`src/rtl/lcv_pkg.sv`:
```
package lcv_pkg;

    // Polarity and substitution tracking state of the line decoder
    typedef struct packed {
        logic       have_mark;   // a mark has been seen since reset
        logic       last_neg;    // polarity of the last mark
        logic       last_viol;   // the last mark was a violation
        logic       have_v;      // a violation has been seen since reset
        logic       last_v_neg;  // polarity of the last violation
        logic [2:0] zrun;        // zeros since last mark, saturating
        logic [1:0] b8_ph;       // progress through the B8ZS pattern
    } lcv_track_t;

    typedef struct packed {
        logic bpv;
        logic cv;
        logic exz;
    } lcv_flags_t;

    localparam logic [1:0] B8_IDLE  = 2'd0;
    localparam logic [1:0] B8_GOT_V = 2'd1;
    localparam logic [1:0] B8_GOT_B = 2'd2;
    localparam logic [1:0] B8_GOT_Z = 2'd3;

endpackage

```
`src/rtl/lcv_line_decode.sv`:
```
module lcv_line_decode
    import lcv_pkg::*;
(
    input  logic clk,
    input  logic rst_n,
    input  logic pos_i,
    input  logic neg_i,
    input  logic mode_t1_i,
    input  logic coding_ami_i,
    output logic mark_o,
    output logic bpv_o,
    output logic cv_o
);

    lcv_track_t st_d, st_q;

    logic mark, is_neg, viol, hdb3_ok, b8_first, b8_second, excused;

    always_comb begin
        mark     = pos_i | neg_i;
        is_neg   = neg_i & ~pos_i;          // both rails high -> positive
        viol     = mark & st_q.have_mark & (is_neg == st_q.last_neg);
        hdb3_ok  = (st_q.zrun == 3'd3) | ((st_q.zrun == 3'd2) & ~st_q.last_viol);
        b8_first = (st_q.zrun == 3'd3);
        b8_second = (st_q.b8_ph == B8_GOT_Z) & (st_q.zrun == 3'd1);
        excused  = ~coding_ami_i & viol &
                   (mode_t1_i ? (b8_first | b8_second) : hdb3_ok);

        bpv_o  = viol & ~excused;
        cv_o   = ~mode_t1_i & ~coding_ami_i & viol & st_q.have_v &
                 (is_neg == st_q.last_v_neg);
        mark_o = mark;

        st_d = st_q;
        if (mark) begin
            st_d.have_mark = 1'b1;
            st_d.last_neg  = is_neg;
            st_d.last_viol = viol;
            st_d.zrun      = 3'd0;
        end else if (st_q.zrun != 3'd7) begin
            st_d.zrun = st_q.zrun + 3'd1;
        end
        if (viol) begin
            st_d.have_v     = 1'b1;
            st_d.last_v_neg = is_neg;
        end

        st_d.b8_ph = B8_IDLE;
        unique case (st_q.b8_ph)
            B8_IDLE:  if (mode_t1_i & ~coding_ami_i & viol & b8_first)
                          st_d.b8_ph = B8_GOT_V;
            B8_GOT_V: if (mark & ~viol) st_d.b8_ph = B8_GOT_B;
            B8_GOT_B: if (~mark)        st_d.b8_ph = B8_GOT_Z;
            default:  st_d.b8_ph = B8_IDLE;
        endcase
    end

    always_ff @(posedge clk or negedge rst_n) begin
        if (!rst_n) st_q <= '0;
        else        st_q <= st_d;
    end

endmodule

```
`src/rtl/lcv_zero_run.sv`:
```
module lcv_zero_run #(
    parameter int E1_EXZ     = 4,
    parameter int T1_AMI_EXZ = 16,
    parameter int T1_SUB_EXZ = 8
) (
    input  logic clk,
    input  logic rst_n,
    input  logic mark_i,
    input  logic mode_t1_i,
    input  logic coding_ami_i,
    output logic hit_o
);

    localparam int ZMAX_A = (E1_EXZ > T1_SUB_EXZ) ? E1_EXZ : T1_SUB_EXZ;
    localparam int ZMAX   = (ZMAX_A > T1_AMI_EXZ) ? ZMAX_A : T1_AMI_EXZ;
    localparam int ZW     = $clog2(ZMAX + 1);

    logic [ZW-1:0] zrun_d, zrun_q;
    logic [ZW:0]   thr, nxt;

    always_comb begin
        if (mode_t1_i) thr = coding_ami_i ? (ZW+1)'(T1_AMI_EXZ) : (ZW+1)'(T1_SUB_EXZ);
        else           thr = (ZW+1)'(E1_EXZ);
        nxt   = {1'b0, zrun_q} + {{ZW{1'b0}}, 1'b1};
        hit_o = ~mark_i & (nxt == thr);
        if (mark_i)             zrun_d = '0;
        else if (&zrun_q)       zrun_d = zrun_q;
        else                    zrun_d = nxt[ZW-1:0];
    end

    always_ff @(posedge clk or negedge rst_n) begin
        if (!rst_n) zrun_q <= '0;
        else        zrun_q <= zrun_d;
    end

endmodule

```
`src/rtl/lcv_err_counter.sv`:
```
module lcv_err_counter #(
    parameter int CNT_W = 16
) (
    input  logic             clk,
    input  logic             rst_n,
    input  logic             inc_i,
    input  logic             latch_i,
    output logic [CNT_W-1:0] cnt_o,
    output logic [CNT_W-1:0] hold_o
);

    typedef struct packed {
        logic [CNT_W-1:0] cnt;
        logic [CNT_W-1:0] hold;
    } ctr_t;

    ctr_t             c_d, c_q;
    logic [CNT_W-1:0] sum;

    always_comb begin
        sum = (inc_i && !(&c_q.cnt)) ? c_q.cnt + {{(CNT_W-1){1'b0}}, 1'b1} : c_q.cnt;
        c_d = c_q;
        if (latch_i) begin
            c_d.hold = sum;
            c_d.cnt  = '0;
        end else begin
            c_d.cnt  = sum;
        end
        cnt_o  = c_q.cnt;
        hold_o = c_q.hold;
    end

    always_ff @(posedge clk or negedge rst_n) begin
        if (!rst_n) c_q <= '0;
        else        c_q <= c_d;
    end

endmodule

```
`src/rtl/lcv_monitor.sv`:
```
module lcv_monitor
    import lcv_pkg::*;
#(
    parameter int CNT_W      = 16,
    parameter int E1_EXZ     = 4,
    parameter int T1_AMI_EXZ = 16,
    parameter int T1_SUB_EXZ = 8
) (
    input  logic               clk,
    input  logic               rst_n,
    input  logic               pos_i,
    input  logic               neg_i,
    input  logic               mode_t1_i,
    input  logic               coding_ami_i,
    input  logic               sel_bpv_i,
    input  logic               sel_cv_i,
    input  logic               sel_exz_i,
    input  logic               sel_prbs_i,
    input  logic               prbs_err_i,
    input  logic               latch_i,
    output logic               bpv_o,
    output logic               cv_o,
    output logic               exz_o,
    output logic [CNT_W/2-1:0] cnt_hi_o,
    output logic [CNT_W/2-1:0] cnt_lo_o
);

    localparam int HALF = CNT_W / 2;

    logic             mark, bpv_now, cv_now, zhit, inc;
    logic [CNT_W-1:0] cnt_now, hold;
    lcv_flags_t       ev, fl_d, fl_q;

    lcv_line_decode u_dec (
        .clk(clk), .rst_n(rst_n), .pos_i(pos_i), .neg_i(neg_i),
        .mode_t1_i(mode_t1_i), .coding_ami_i(coding_ami_i),
        .mark_o(mark), .bpv_o(bpv_now), .cv_o(cv_now)
    );

    lcv_zero_run #(
        .E1_EXZ(E1_EXZ), .T1_AMI_EXZ(T1_AMI_EXZ), .T1_SUB_EXZ(T1_SUB_EXZ)
    ) u_zr (
        .clk(clk), .rst_n(rst_n), .mark_i(mark),
        .mode_t1_i(mode_t1_i), .coding_ami_i(coding_ami_i), .hit_o(zhit)
    );

    always_comb begin
        ev.bpv = bpv_now;
        ev.cv  = cv_now;
        ev.exz = zhit | (mode_t1_i & bpv_now);
        inc    = (sel_bpv_i & ev.bpv) | (sel_cv_i & ev.cv) |
                 (sel_exz_i & ev.exz) | (sel_prbs_i & prbs_err_i);
        fl_d   = ev;
    end

    always_ff @(posedge clk or negedge rst_n) begin
        if (!rst_n) fl_q <= '0;
        else        fl_q <= fl_d;
    end

    lcv_err_counter #(.CNT_W(CNT_W)) u_ctr (
        .clk(clk), .rst_n(rst_n), .inc_i(inc), .latch_i(latch_i),
        .cnt_o(cnt_now), .hold_o(hold)
    );

    assign bpv_o    = fl_q.bpv;
    assign cv_o     = fl_q.cv;
    assign exz_o    = fl_q.exz;
    assign cnt_hi_o = hold[CNT_W-1:HALF];
    assign cnt_lo_o = hold[HALF-1:0];

endmodule

```
`config.mk`:
```
export PLATFORM = sky130hd
export DESIGN_NAME = lcv_monitor
export DESIGN_NICKNAME = d
export VERILOG_FILES = /design/src/rtl/lcv_pkg.sv /design/src/rtl/lcv_line_decode.sv /design/src/rtl/lcv_zero_run.sv /design/src/rtl/lcv_err_counter.sv /design/src/rtl/lcv_monitor.sv
export SDC_FILE = /design/constraint.sdc
export NUM_CORES = 1
export LEC_CHECK = 0
export BUFFER_PORTS_ARGS = -buffer_cell sky130_fd_sc_hd__buf_2
export CAP_MARGIN = 40
export CORE_ASPECT_RATIO = 0.5
export CORE_MARGIN = 2
export CORE_UTILIZATION = 35
export CTS_BUF_LIST = sky130_fd_sc_hd__clkbuf_8 sky130_fd_sc_hd__clkbuf_16
export DETAILED_ROUTE_END_ITERATION = 7
export SYNTH_ARGS = -nofsm -noshare
export SYNTH_HDL_FRONTEND = slang
export SYNTH_SLANG_ARGS = --single-unit
```
`constraint.sdc`:
```
create_clock -name clk -period 3.64 [get_ports clk]
set_input_delay 0.546 -clock clk [delete_from_list [all_inputs] [get_ports clk]]
set_output_delay 0.546 -clock clk [all_outputs]
set_load 0.005 [all_outputs]
```
======== Yosys cells after proc, flatten, opt, wreduce, memory -nomap -nowiden ========
Index checks and enable logic that the tools add are counted.
cells by class
  bitwise logic cells ..................... 36
  divide/modulo/power cells ............... 0
  mux-type cells .......................... 13
  shift operators ......................... 0
  add/subtract/negate cells ............... 3
  multipliers ............................. 0
  equal/unequal tests ..................... 11
  magnitude comparators ................... 0
  reduce and logical (&&, ||, !) cells .... 6
operators with widths
  kind                   count
  $mux 16                2
  $and 1x1->1            22
  $add 16x1->16 const B  1
  $reduce_and 16->1      1
  $mux 5                 3
  $not 1->1              7
  $or 1x1->1             7
  $add 5x1->6 const B    1
  $eq 3x2->1 const B     2
  $eq 6x6->1             1
  $mux 3                 2
  $mux 6                 1
  $pmux 2 s3             1
  $reduce_and 5->1       1
  $eq 2x2->1 const B     2
  $mux 2                 2
  $add 3x1->3 const B    1
  $eq 3x1->1 const B     1
  $ne 3x3->1 const B     1
  $eq 1x1->1             2
  $eq 2x1->1 const B     1
  $logic_not 2->1        1
  $mux 1                 2
  $ne 2x1->1 const B     1
  other kinds (3)        3
storage, ports and cells
  bits in writable memories ............... 0
  input bits .............................. 12
  latch bits .............................. 0
  memories kept ........................... 0
  word-level logic and storage cells ...... 82
  flip-flop bits (word level) ............. 50
  memory bits (read-only) ................. 0
  output and inout port bits .............. 19

======== Logic depth before layout (Yosys ltp) ========
  depth after elaboration ................. 16
  mapped depth ............................ 11
  gate-level depth less buffers ........... 10

======== Cells and area by module ========
A second synthesis with hierarchy kept.
second synthesis, totals
  cells, all modules ...................... 242
  area total of the unflattened synthesis .. 2,494.9 sq um
by module, submodules not included
  module           times used  area an instance (sq um)  cells each  sequential area each (sq um)
  lcv_err_counter  1           1,511.4                   146         800.8
  lcv_line_decode  1           546.8                     55          250.2
  lcv_zero_run     1           335.3                     35          125.1
  lcv_monitor      1           101.3                     6           75.1

======== Least setup slack after synthesis ========
Ideal clock, no wire load.
  kind .................................... in2reg
  start point ............................. in mode_t1_i
  end point ............................... reg u_ctr.c_q (netlist bit u_ctr.hold_o[9])
  stages .................................. 8
  path buffers ............................ 1
  setup time .............................. 131 ps
  arrival ................................. 2,630 ps
  required time ........................... 3,509 ps
  slack ................................... 879 ps
  path through ............................ buf_2 -> or3b_1 -> a211oi_1 -> nor3_1 -> a222oi_1 -> o22ai_1 -> and3b_1 -> or3_1
between the ends
  cells in the longest elaborated chain, start to end .. 11
  elaborated cells between the ends (all ways) .. 22
  those cells by class .................... 1 x eq/ne; 3 x mux; 17 x bitwise; 1 x reduce/logical
RTL lines
  what                    RTL line               RTL
  start: declaration      lcv_monitor.sv:13      input logic mode_t1_i,
  $mux 1 *                lcv_line_decode.sv:27  (mode_t1_i ? (b8_first | b8_second) : hdb3_ok);
  $and 1x1->1 *           lcv_line_decode.sv:26  excused = ~coding_ami_i & viol &
  $not 1->1 *             lcv_line_decode.sv:29  bpv_o = viol & ~excused;
  $and 1x1->1 *           lcv_line_decode.sv:29
  via bpv_now             lcv_monitor.sv:30      logic mark, bpv_now, cv_now, zhit, inc;
  $and 1x1->1             lcv_monitor.sv:50      ev.exz = zhit | (mode_t1_i & bpv_now);
  $or 1x1->1              lcv_monitor.sv:50
  $and 1x1->1             lcv_monitor.sv:52      (sel_exz_i & ev.exz) | (sel_prbs_i & prbs_err_i);
  $or 1x1->1 *            lcv_monitor.sv:51      inc = (sel_bpv_i & ev.bpv) | (sel_cv_i & ev.cv) |
  $or 1x1->1 *            lcv_monitor.sv:52
  $logic_and 1x1->1 *     lcv_err_counter.sv:21  sum = (inc_i && !(&c_q.cnt)) ? c_q.cnt + {{(CNT_W-1){1'b0}}, 1'b1} : c_q.cnt;
  $mux 16 *               lcv_err_counter.sv:21
  end signal: assignment  lcv_err_counter.sv:34  if (!rst_n) c_q <= '0;
  end signal: assignment  lcv_err_counter.sv:35  else c_q <= c_d;
  end: declaration        lcv_err_counter.sv:17  ctr_t c_d, c_q;
Mark *: on every way through the listed nets, which the timed path passes. The rest lies on a longest branch.
A chain may end at the register's enable or synchronous reset.

======== Worst setup path in the final report ========
  start point ............................. reg u_dec.st_q[2] (netlist name)
  end point ............................... reg u_ctr.c_q (netlist bit u_ctr.hold_o[9])
between the ends
  cells in the longest elaborated chain, start to end .. 14
  elaborated cells between the ends (all ways) .. 20
  those cells by class .................... 3 x eq/ne; 2 x mux; 14 x bitwise; 1 x reduce/logical
RTL lines
  what                                      RTL line                                      RTL
  start: declaration                        lcv_line_decode.sv:15                         lcv_track_t st_d, st_q;
  start signal: assignment                  lcv_line_decode.sv:60                         else st_q <= st_d;
  $eq 3x2->1 or $eq 3x1->1 (tied branches)  lcv_line_decode.sv:23, lcv_line_decode.sv:25
  $and 1x1->1, on equally long branches     lcv_line_decode.sv:23, lcv_line_decode.sv:25
  $or 1x1->1, on equally long branches      lcv_line_decode.sv:23, lcv_line_decode.sv:27
  $mux 1 *                                  lcv_line_decode.sv:27
  $and 1x1->1 *                             lcv_line_decode.sv:26
  $not 1->1 *                               lcv_line_decode.sv:29
  $and 1x1->1 *                             lcv_line_decode.sv:29
  via bpv_now                               lcv_monitor.sv:30
  $and 1x1->1                               lcv_monitor.sv:50
  $or 1x1->1                                lcv_monitor.sv:50
  $and 1x1->1                               lcv_monitor.sv:52
  $or 1x1->1 *                              lcv_monitor.sv:51
  $or 1x1->1 *                              lcv_monitor.sv:52
  $logic_and 1x1->1 *                       lcv_err_counter.sv:21
  $mux 16 *                                 lcv_err_counter.sv:21
Marks and branches as above.

==> impl_metrics.ini <==
[die]
initial_core_util_pct = 36.8
die_x_um = 124
dieArea_um2 = 7890
row_count = 21
core_area_um2 = 6810
io_pins = 31
die_y_um = 63.8

[routing]
viasPerCell = 5.11
drc = 0
drt_first_iter_violations = 153
wl_um = 5110
firstDrtPassIters = 4
antenna_left = 0
wl_per_cell_um = 13.3
dr_total_vias = 1964

[setup_path]
crit_start = u_dec.st_q[2]
arrival_ns = 3.06
cp_data_required_time_ns = 3.79
setup.worst_path.end_class = register
crit_type = reg2reg
path_cells = inv_1 > ha_1 > or3b_1 > a211oi_1 > nor3_1 > a222oi_1 > buf_4 > o22ai_1 > and3b_1 > or3_1
r2r_slack_ns = 0.73
rr_endpoint = u_ctr.hold_o[9]
crit_path_max_fanout = 14
r2r_cells = 10
critPathSlowestCell = dfrtp_1
critPathMaxStageDelay_ns = 0.42
timing.rr.start = u_dec.st_q[2]
start_kind = register

[cells_and_area]
final_cell_mix = 50 x dfrtp_1, 42 x nor2_1, 30 x a21oi_1, 30 x buf_2, 19 x nand2_1
instances_no_fill = 384
layout_commonest_cell = dfrtp_1
diodes = 0
area_delta_synth_final_pct = 15.5
final_net_count = 314
drive_above_1_share_pct = 14.0

[sta]
rsz0062_at_grt = false
setup_tns_ns = 0
layout_setup_ws_ns = 0.730
max_slew_margin_pct = 48.3
skew_ns = 0.00550
report.final.setup_viol = 0
finalHoldViolCount = 0
tightestPinTransition_ns = 0.775
max_freq_ghz = 0.344
final.period_utilization_pct = 79.9
fin_crit_ns = 2.91
slew_violations = 0

[outcome]
status = finished, final reports clean

[synth]
synth-edff-count = 0
syn_area_per_cell_um2 = 9.39
synthMuxAreaShare_pct = 2.45
yosys.area.top_type = dfrtp_1
ys_ff_latch = 50
synth_simple_gate_area_share_pct = 22.8
synth_top_family_by_area = simple AND/OR/NAND/NOR gates
synth_compound_area_share_pct = 11.4
syn_area_um2 = 2510
synth_async_sr_flop_share_pct = 100
yosys_warnings = 0
synthFlopType = dfrtp_1
seq_area_frac_synth_pct = 49.9
synth_xor_area_share_pct = 5.94
synth_fa_ha_area_share_pct = 4.49
synthTopCellsByArea = dfrtp_1 50%, nor2_1 6.3%, a21oi_1 6.0%
synth.top_cell.area_share_pct = 49.9
yosys.cell_types.count = 38
syn_inst = 267
synth_fp_nets = 288

[grt]
track_usage_pct = 14.5
overflow = 0
grt_pass1_wl_um = 9060
antenna_found_initial = 0
grt_max_degree = 51
grt_pass1_vias = 1904

[placement]
routabilityCongestion = 0.797
dp_hpwl_um = 3720
dpl.cell_count = 378
dp_slack_ns = 0.661
io_buffers = 30

[cts]
ctsRootBufferMaster = clkbuf_16
tritoncts = built
insertion_delay_ns = 0.28
ctsHoldBuffers = 0
post_cts_buffers = 0
numCtsBuffers = 5
cts_resized = 0
clockBufferDepth = 2
htreeDepth = 2
clock-sinks = 50
clk_pin_slew_worst_paths_ns = 0.06

[hold_path]
min_path_type = in2async

[job]
cap_violations = 0

[pwr]
p_leak_nw = 1.34
peakVddDrop_mv = 0.174
powerDensity_nw_per_um2 = 398
==> registers in the layout, summed over array words and instances (netlist names) <==
register      count
u_ctr.hold_o     16
u_ctr.cnt_o      16
u_zr.zrun_q       5
exz_o             1
bpv_o             1
cv_o              1
u_dec.st_q       10
==> Yosys cell counts (all sizes together), types with 2 or more instances <==
cell    count
dfrtp      50
nor2       42
a21oi      30
nand2      19
xnor2      14
clkbuf     10
ha          9
and3        8
nand4       8
nand2b      7
o21ai       7
inv         6
nand3       6
mux2i       5
nor2b       5
o22ai       5
and2        4
nor3        4
and4        3
buf         3
or3         3
xor2        3
a31oi       2
and3b       2
==> routing by layer <==
metal	up-vias	part of all wire [%]	global-route usage, %
li1	971	-	-
met1	950	49	19.9
met2	39	47	23.1
met3	4	3.9	3.13
met4	0	0.88	4.12
met5	-	0	0
==> power breakdown <==
group | total, mW | leakage [nW] | switching [mW] | internal (mW)
logic | 0.108 | 0.616 | 0.0643 | 0.0438
registers | 0.595 | 0.656 | 0.0154 | 0.580
clock network | 0.448 | 0.0688 | 0.182 | 0.266
==> worst max-delay path: cells and delay by family, from the launching register on <==
kind,cells,cell delay [ns]
buf+inv,2,0.33
simple gates,4,1.08
fa+ha+maj,1,0.13
compound gates,3,0.81
flops,1,0.42
==> cell families (layout without fill, tap and decap cells) <==
family	after synthesis	in the layout
DFF	50	50
and+or+nand+nor	115	115
adders and majority gates	9	9
muxes	6	6
AOI/OAI and AO/OA	51	51
xor gates and xnor gates	17	17
buffers and inverters	19	44
==> cell type report <==
| class | instances | area, um2 |
|---|---|---|
| inverter | 6 | 22.5 |
| sequential | 50 | 1250 |
| multi-input combinational | 198 | 1180 |
| timing repair buffer | 32 | 185 |
| fill | 671 | 3910 |
| clock buffer | 6 | 139 |
| tap | 92 | 115 |
==> metrics by stage <==
step	instance area, um2	utilization [%]	hold WS [ns]	total power, mW
after global routing	2890	42.5	0.349	1.21
final	2890	42.5	0.296	1.15
after floorplan	2510	-	0.250	0.662
after detailed placement	2760	40.5	0.454	0.716
after CTS	2890	42.5	0.316	1.17
after global placement	2730	40.1	0.457	0.709
==> worst max path at each step <==
stage | to | slack [ns] | cells after the start
detailed placement | u_ctr.hold_o[9] | 0.66 | 9
global route | u_ctr.hold_o[9] | 0.53 | 10
CTS | u_ctr.hold_o[9] | 0.74 | 10
floorplan | u_ctr.hold_o[9] | 0.88 | 8
global placement | u_ctr.hold_o[9] | 0.79 | 9
finish | u_ctr.hold_o[9] | 0.73 | 10
Note: power is estimated with default switching activity, not from simulation.
